<file path="config.mk">
export PLATFORM = sky130hd
export DESIGN_NAME = lcd_ctl_unit
export DESIGN_NICKNAME = d
export VERILOG_FILES = /design/src/rtl/lcd_ctl_pkg.sv /design/src/rtl/lcd_ctl_seq.sv /design/src/rtl/lcd_ctl_regs.sv /design/src/rtl/lcd_ctl_unit.sv
export SDC_FILE = /design/constraint.sdc
export NUM_CORES = 1
export LEC_CHECK = 0
export BUFFER_PORTS_ARGS = -buffer_cell sky130_fd_sc_hd__buf_2
export CORE_MARGIN = 4
export CORE_UTILIZATION = 36
export DETAILED_ROUTE_END_ITERATION = 8
export GPL_TIMING_DRIVEN = 0
export PLACE_DENSITY = 0.82
export SKIP_LAST_GASP = 1
export SLEW_MARGIN = 20
export SYNTH_ARGS = -nofsm -noshare
export SYNTH_HDL_FRONTEND = slang
export SYNTH_SLANG_ARGS = --single-unit
export TNS_END_PERCENT = 30
</file>
<file path="constraint.sdc">
create_clock -name clk -period 1.1 [get_ports clk]
set_input_delay 0.275 -clock clk [delete_from_list [all_inputs] [get_ports clk]]
set_output_delay 0.275 -clock clk [all_outputs]
set_load 0.01 [all_outputs]
</file>
<file path="src/rtl/lcd_ctl_pkg.sv">
package lcd_ctl_pkg;

  typedef enum logic [1:0] {
    FETCH_NONE  = 2'b00,
    FETCH_PAL   = 2'b01,
    FETCH_FRAME = 2'b10
  } fetch_e;

  typedef struct packed {
    logic setDone;
    logic setPal;
    logic frameActive;
  } seq_strobe_t;

  localparam int CB_RUN   = 0;
  localparam int CB_IEVS  = 2;
  localparam int CB_IEDN  = 3;
  localparam int CB_IEPAL = 4;
  localparam int CB_IELNN = 5;
  localparam int CB_IELN  = 6;
  localparam int CB_TFT   = 7;
  localparam int CB_LSEL  = 10;
  localparam int CB_MODE  = 20;

  localparam int SB_DONE  = 0;
  localparam int SB_VS    = 1;
  localparam int SB_SLOST = 2;
  localparam int SB_ACB   = 3;
  localparam int SB_LINE  = 4;
  localparam int SB_UF    = 5;
  localparam int SB_PAL   = 6;
  localparam int STAT_W   = 7;

  localparam logic [1:0] MODE_PAL_ONLY = 2'b01;

endpackage

</file>
<file path="src/rtl/lcd_ctl_seq.sv">
module lcd_ctl_seq
  import lcd_ctl_pkg::*;
(
  input  logic        clk,
  input  logic        rstN,
  input  logic        ctrlEn,
  input  logic [1:0]  loadMode,
  input  logic        evPaletteEnd,
  input  logic        evFrameEnd,
  output seq_strobe_t strobe,
  output logic [1:0]  fetchMode
);

  typedef enum logic [1:0] {S_IDLE, S_PAL, S_HOLD, S_FRAME} state_e;
  state_e stateQ, stateD;

  always_comb begin
    stateD = stateQ;
    strobe = '0;
    case (stateQ)
      S_IDLE: if (ctrlEn) stateD = loadMode[1] ? S_FRAME : S_PAL;
      S_PAL: begin
        if (evPaletteEnd) begin
          strobe.setPal = 1'b1;
          if (!ctrlEn) begin
            strobe.setDone = 1'b1;
            stateD = S_IDLE;
          end else if (loadMode == MODE_PAL_ONLY) begin
            stateD = S_HOLD;
          end else begin
            stateD = S_FRAME;
          end
        end
      end
      S_HOLD: begin
        if (!ctrlEn) begin
          strobe.setDone = 1'b1;
          stateD = S_IDLE;
        end
      end
      S_FRAME: begin
        strobe.frameActive = 1'b1;
        if (evFrameEnd && !ctrlEn) begin
          strobe.setDone = 1'b1;
          stateD = S_IDLE;
        end
      end
      default: stateD = S_IDLE;
    endcase
  end

  always_ff @(posedge clk) begin
    if (!rstN) stateQ <= S_IDLE;
    else       stateQ <= stateD;
  end

  always_comb begin
    case (stateQ)
      S_PAL:   fetchMode = FETCH_PAL;
      S_FRAME: fetchMode = FETCH_FRAME;
      default: fetchMode = FETCH_NONE;
    endcase
  end

  // completion is only reported once the run bit is already clear
  assert_done_needs_stop_R5: assert property (@(posedge clk) disable iff (!rstN)
    strobe.setDone |-> !ctrlEn);

  // a running frame fetch never drops to idle
  assert_frame_holds_R5: assert property (@(posedge clk) disable iff (!rstN)
    (stateQ == S_FRAME && ctrlEn) |=> (stateQ == S_FRAME));

  // the fetch mode output carries a legal code
  assert_fetch_code_R3: assert property (@(posedge clk) disable iff (!rstN)
    $onehot0(fetchMode));

endmodule

</file>
<file path="src/rtl/lcd_ctl_regs.sv">
module lcd_ctl_regs
  import lcd_ctl_pkg::*;
#(
  parameter int DATA_W    = 32,
  parameter int ADDR_W    = 2,
  parameter int CTL_ADDR  = 0,
  parameter int STAT_ADDR = 1
) (
  input  logic              clk,
  input  logic              rstN,
  input  logic              wrEn,
  input  logic [ADDR_W-1:0] wrAddr,
  input  logic [DATA_W-1:0] wrData,
  input  logic [ADDR_W-1:0] rdAddr,
  output logic [DATA_W-1:0] rdData,
  input  logic              evVsync,
  input  logic              evAcBias,
  input  logic              evLine,
  input  logic              evUnderflow,
  input  logic              evSyncLost,
  input  seq_strobe_t       strobe,
  output logic              ctrlEn,
  output logic [1:0]        loadMode,
  output logic              doneFlag,
  output logic              irq
);

  localparam logic [DATA_W-1:0] CTL_MASK =
      (DATA_W'(1) << CB_RUN) | (DATA_W'(5'h1F) << CB_IEVS) |
      (DATA_W'(1) << CB_TFT) | (DATA_W'(1) << CB_LSEL) |
      (DATA_W'(3) << CB_MODE);

  logic [DATA_W-1:0] ctrlQ;
  logic [STAT_W-1:0] statQ, statD, setV, clrV;
  logic wrCtl, wrSt, enRise, enFall, act, lineSel;

  assign wrCtl   = wrEn && (wrAddr == ADDR_W'(CTL_ADDR));
  assign wrSt    = wrEn && (wrAddr == ADDR_W'(STAT_ADDR));
  assign enRise  = wrCtl && wrData[CB_RUN] && !ctrlQ[CB_RUN];
  assign enFall  = wrCtl && !wrData[CB_RUN] && ctrlQ[CB_RUN];
  assign act     = strobe.frameActive;
  assign lineSel = ctrlQ[CB_LSEL];

  assign ctrlEn   = ctrlQ[CB_RUN];
  assign loadMode = ctrlQ[CB_MODE+1:CB_MODE];
  assign doneFlag = statQ[SB_DONE];

  always_comb begin
    setV = '0;
    setV[SB_DONE]  = strobe.setDone && !enRise;
    setV[SB_VS]    = act && evVsync;
    setV[SB_SLOST] = act && evSyncLost;
    setV[SB_ACB]   = act && evAcBias;
    setV[SB_LINE]  = act && evLine;
    setV[SB_UF]    = act && evUnderflow;
    setV[SB_PAL]   = strobe.setPal;

    clrV = '0;
    clrV[SB_DONE]  = enRise;
    clrV[SB_VS]    = wrSt && wrData[SB_VS];
    clrV[SB_SLOST] = enFall;
    clrV[SB_ACB]   = wrSt && wrData[SB_ACB];
    clrV[SB_LINE]  = lineSel ? (act && evVsync) : (wrSt && wrData[SB_LINE]);
    clrV[SB_UF]    = enFall;
    clrV[SB_PAL]   = (loadMode == MODE_PAL_ONLY) ? (wrSt && wrData[SB_PAL]) : enFall;

    statD = (statQ & ~clrV) | setV;
  end

  always_ff @(posedge clk) begin
    if (!rstN) begin
      ctrlQ <= '0;
      statQ <= '0;
    end else begin
      if (wrCtl) ctrlQ <= wrData & CTL_MASK;
      statQ <= statD;
    end
  end

  always_comb begin
    irq = statQ[SB_UF] | statQ[SB_SLOST];
    irq = irq | (statQ[SB_DONE] & ctrlQ[CB_IEDN]);
    irq = irq | (statQ[SB_VS]   & ctrlQ[CB_IEVS]);
    irq = irq | (statQ[SB_PAL]  & ctrlQ[CB_IEPAL]);
    irq = irq | (statQ[SB_LINE] & ctrlQ[CB_IELN]);
  end

  always_comb begin
    if (rdAddr == ADDR_W'(CTL_ADDR))       rdData = ctrlQ;
    else if (rdAddr == ADDR_W'(STAT_ADDR)) rdData = DATA_W'(statQ);
    else                                   rdData = '0;
  end

  // done holds until a run-bit set write
  assert_done_sticky_R6: assert property (@(posedge clk) disable iff (!rstN)
    (statQ[SB_DONE] && !(wrCtl && wrData[CB_RUN])) |=> statQ[SB_DONE]);

  // a stop write removes a pending underflow flag
  assert_uf_cleared_R7: assert property (@(posedge clk) disable iff (!rstN)
    (wrCtl && !wrData[CB_RUN] && ctrlQ[CB_RUN] && !(act && evUnderflow))
      |=> !statQ[SB_UF]);

endmodule

</file>
<file path="src/rtl/lcd_ctl_unit.sv">
module lcd_ctl_unit
  import lcd_ctl_pkg::*;
#(
  parameter int DATA_W = 32,
  parameter int ADDR_W = 2
) (
  input  logic              clk,
  input  logic              rstN,
  input  logic              wrEn,
  input  logic [ADDR_W-1:0] wrAddr,
  input  logic [DATA_W-1:0] wrData,
  input  logic [ADDR_W-1:0] rdAddr,
  output logic [DATA_W-1:0] rdData,
  input  logic              evPaletteEnd,
  input  logic              evFrameEnd,
  input  logic              evVsync,
  input  logic              evAcBias,
  input  logic              evLine,
  input  logic              evUnderflow,
  input  logic              evSyncLost,
  output logic              irq,
  output logic [1:0]        fetchMode
);

  seq_strobe_t strobe;
  logic        ctrlEn;
  logic [1:0]  loadMode;
  logic        doneFlag;

  lcd_ctl_seq u_seq (
    .clk(clk), .rstN(rstN), .ctrlEn(ctrlEn), .loadMode(loadMode),
    .evPaletteEnd(evPaletteEnd), .evFrameEnd(evFrameEnd),
    .strobe(strobe), .fetchMode(fetchMode)
  );

  lcd_ctl_regs #(.DATA_W(DATA_W), .ADDR_W(ADDR_W)) u_regs (
    .clk(clk), .rstN(rstN), .wrEn(wrEn), .wrAddr(wrAddr), .wrData(wrData),
    .rdAddr(rdAddr), .rdData(rdData), .evVsync(evVsync), .evAcBias(evAcBias),
    .evLine(evLine), .evUnderflow(evUnderflow), .evSyncLost(evSyncLost),
    .strobe(strobe), .ctrlEn(ctrlEn), .loadMode(loadMode),
    .doneFlag(doneFlag), .irq(irq)
  );

  // a raised done flag means the fetch engine is at rest
  assert_done_idle_R5: assert property (@(posedge clk) disable iff (!rstN)
    doneFlag |-> (fetchMode == FETCH_NONE));

endmodule

</file>
==> run summary <==
For flop-to-flop paths, the worst setup slack is -0.19 ns. The clock latency of the later-clocked register in the worst-skew pair is 0.30 ns. The worst-case vdd ir drop came out at 0.000336 V. The first global-routing pass estimated 4.71 mm of wire. The area of the mapped netlist is 1140 um^2. Leaving out fill and tap cells, the most frequent cells in the layout are sky130_fd_sc_hd__buf_2, sky130_fd_sc_hd__buf_4, sky130_fd_sc_hd__nand2_1. At the worst endpoint, the required time is 0.82 ns. Yosys attributes the largest share of cell area to sky130_fd_sc_hd__dfxtp_1, sky130_fd_sc_hd__buf_4, sky130_fd_sc_hd__nand2_1, sky130_fd_sc_hd__a21oi_1, sky130_fd_sc_hd__mux2i_1.

The remaining routing DRC violations came out at 0. The floorplan core area came out at 3050 um^2. After layout, the minimum clock period comes to 1.54 ns. The maximum fanout encountered on the critical timing path came out at 3. The critical path goes through a222oi_1 -> nand2_1 -> buf_2. The number of fillers in the final layout came out at 314. Global routing finished with a remaining overflow of 0. Across all layers, the routed design uses 1,125 vias. The startpoint identified for the worst hold timing path is evLine.

The die covers 4130 um^2. The max-slew violation count was 0. The number of endpoints with negative hold slack in the final report came out at 0. Summed over its instances, the top area cell type makes up 33.4% of the synthesized netlist area. The tightest min-delay check is of the input port to flip-flop type. Yosys printed 0 warnings. The number of antenna violations at the first check in global routing came out at 0. The clock edge transition at the registers on the reported setup and hold paths is 0.12 ns. Setup repair after global routing could not meet its margin everywhere.

The finished cells cover 1630 um^2. The tree is rooted in a sky130_fd_sc_hd__clkbuf_4. The startpoint type of the worst setup path is a flip-flop. The number of violations of the max-capacitance limit is 0. The depth of the most critical reg-to-reg path came out at 5.

The final reports fail on setup timing. The sequential fraction of the synthesis area is 33.4%. The stage delay of the slowest cell on the critical path is 0.38 ns. The global-route usage over all layers is 14.5%. The share of the clock period used by the worst path came out at 140%. The count of port buffers added during placement came out at 36.

The endpoint identified for the worst register-to-register timing path is u_regs.statQ[6]. The path type of the worst setup path is flip-flop to output pin. The end of the worst hold path is u_regs.statQ[4]. The die span in y came out at 64.3 um. The longest clock path from root to sink contains 2 buffers. In this run the remaining antenna-violating nets after routing total 0. The worst register-to-register path begins at u_seq.stateQ[0]. Summed over all cells, the static leakage comes to 0.791 nW. The slowest stage of the critical path is the sky130_fd_sc_hd__a222oi_1 cell. The number of cells on the worst hold path is 3. The detailed-placement wirelength estimate came out at 2.24 mm. The wire length after detailed routing came out at 3.05 mm. The die boundary width is 64.3 um.

STA classifies the critical path endpoint as an output pin. The number of placed instances with taps included came out at 243. The number of standard cells after synthesis came out at 143. The total of hold buffers inserted after clock tree synthesis came out at 0. Averaged over all synthesized cells, the footprint is 7.97 um^2. The tree built by TritonCTS fans out to 19 sinks. The total power per unit cell area is 818 nW/um^2.

The pin count of the biggest net entering global routing came out at 12. In this run, distinct cell masters in the synthesized netlist total 30. Setup violations remaining at the end of the flow were counted as 17. The share of layout cells above drive strength 1 came out at 44.6%. In the final layout, the multi-input gates occupy 649 um^2. The cell area after placement is 1450 um^2. The post-synthesis sequential element count came out at 19. The run finished, with violations left. The total chip power came out at 0.00133 W. The library cell used most frequently in the layout, excluding fill and tap cells, is sky130_fd_sc_hd__buf_2. In this run the number of H-tree levels came out at 1.

Routability-driven placement finished with a final weighted congestion of 0.836. The final layout net count came out at 260. The number of antenna repair diodes is 0. From synthesis to final layout, the design area changed by 43.0%. The post-detailed-route via-to-cell ratio is 4.38. The number of iterations in the first detailed-routing pass is 4. On the final layout, the worst hold slack is 0.190 ns. The CTS tree is built. The worst path arrival time came out at 1.26 ns.

The final setup slack of the worst path is -0.440 ns. The initial cell density of the core is 37.3%. The count of placed standard cells in the final layout, fillers left out is 257. The iteration-0 DRC count of the detailed router came out at 20. 81 I/O pins were placed.

Based on the critical path, the design can be clocked at up to 649 MHz. The area of all sequential standard cells came out at 400 um^2. For this run, the share of the core covered by cells in the final layout is 53.4%. The total clock buffers created by CTS came out at 3.

The via count of the first global-routing pass is 1,051. The number of cell rows is 20. Between clock sinks in the finished design, the worst skew comes to 0.0113 ns. sky130_fd_sc_hd__dfxtp_1 takes more of the synthesized area than any other cell.

In the final routed layout, each cell accounts on average for 11.9 um.
-- per-layer routing --
metal  share of wire, %  track usage, %  vias up
li1                   -               -      583
met1                 42            17.0      500
met2                 51            25.3       37
met3                5.8            1.93        5
met4                1.6            7.65        0
met5                  0               0        -
-- logic make-up after synthesis --
family	synth area share, %
compound gates	18.8
simple gates	23.3
buf+inv	18.0
flops	33.4
other cells	0.329
mux	6.26
-- worst max-delay path, delay by kind of cell (launching register included) --
family	cells	cell delay (ns)
buffers and inverters	1	0.15
AND/OR/NAND/NOR	1	0.09
flip-flops	1	0.34
AO/OA/AOI/OAI	1	0.38
-- flip-flops by register name, summed over array words and instances, names as in the netlist --
signal,flops
u_regs.ctrlQ,10
u_regs.statQ,7
u_seq.stateQ,2
-- where the power goes --
group / total (W) / internal (W) / leakage, nW / switching (W)
combinational: 0.000265 / 0.000132 / 0.614 / 0.000133
clock: 0.000360 / 0.000136 / 0.0177 / 0.000225
sequential: 0.000708 / 0.000697 / 0.160 / 0.0000107
-- timing repair --
item                                    4_1_cts  5_1_grt
setup buffers                                 7        4
pin swaps                                     2        2
endpoints found under the setup margin       17       19
cloned                                        0        0
resized for setup                            14       14
-- Yosys cell counts, drive strengths merged --
master   instances
nand3            1
a222oi           1
a211o            1
mux2i            6
nor2b            2
conb             1
a21oi           16
nand2           27
and2             5
nand2b           3
a2111oi          1
mux2             1
buf             25
and3b            1
or3b             1
a211oi           3
a21boi           2
nor3b            1
inv              6
dfxtp           19
o311ai           1
nand3b           3
o21ai            6
clkbuf           1
o221a            1
nor2             7
nand4            1
-- how the worst max path moves through the flow --
stage | start | slack (ns) | endpoint | cells after the start
floorplan | u_seq.stateQ[0] | -0.01 | u_regs.statQ[0] | 4
global placement | wrAddr[1] | -0.23 | u_regs.statQ[0] | 4
detailed placement | wrAddr[1] | -0.26 | u_regs.statQ[0] | 4
CTS | u_regs.ctrlQ[2] | -0.43 | irq | 3
global route | u_regs.statQ[1] | -0.51 | irq | 3
finish | u_regs.statQ[1] | -0.44 | irq | 3
-- layout make-up --
type / count / share of cell area, %
sequential: 19 / 24.6
buffer: 25 / 10.8
tap: 44 / 3.38
clock inverter: 1 / 0.307
clock buffer: 3 / 1.38
multi-input combinational: 112 / 39.8
timing repair buffer: 47 / 18.3
inverter: 6 / 1.38
-- per-stage QoR --
step	worst slack (ns)	setup TNS, ns
3_3_place_gp	-0.230	-4.16
5_1_grt	-0.505	-3.71
3_5_place_dp	-0.264	-4.61
2_1_floorplan	-0.0131	-0.0131
6_report	-0.440	-2.91
4_1_cts	-0.427	-3.04
No activity file was read; power rests on OpenSTA's default activity.
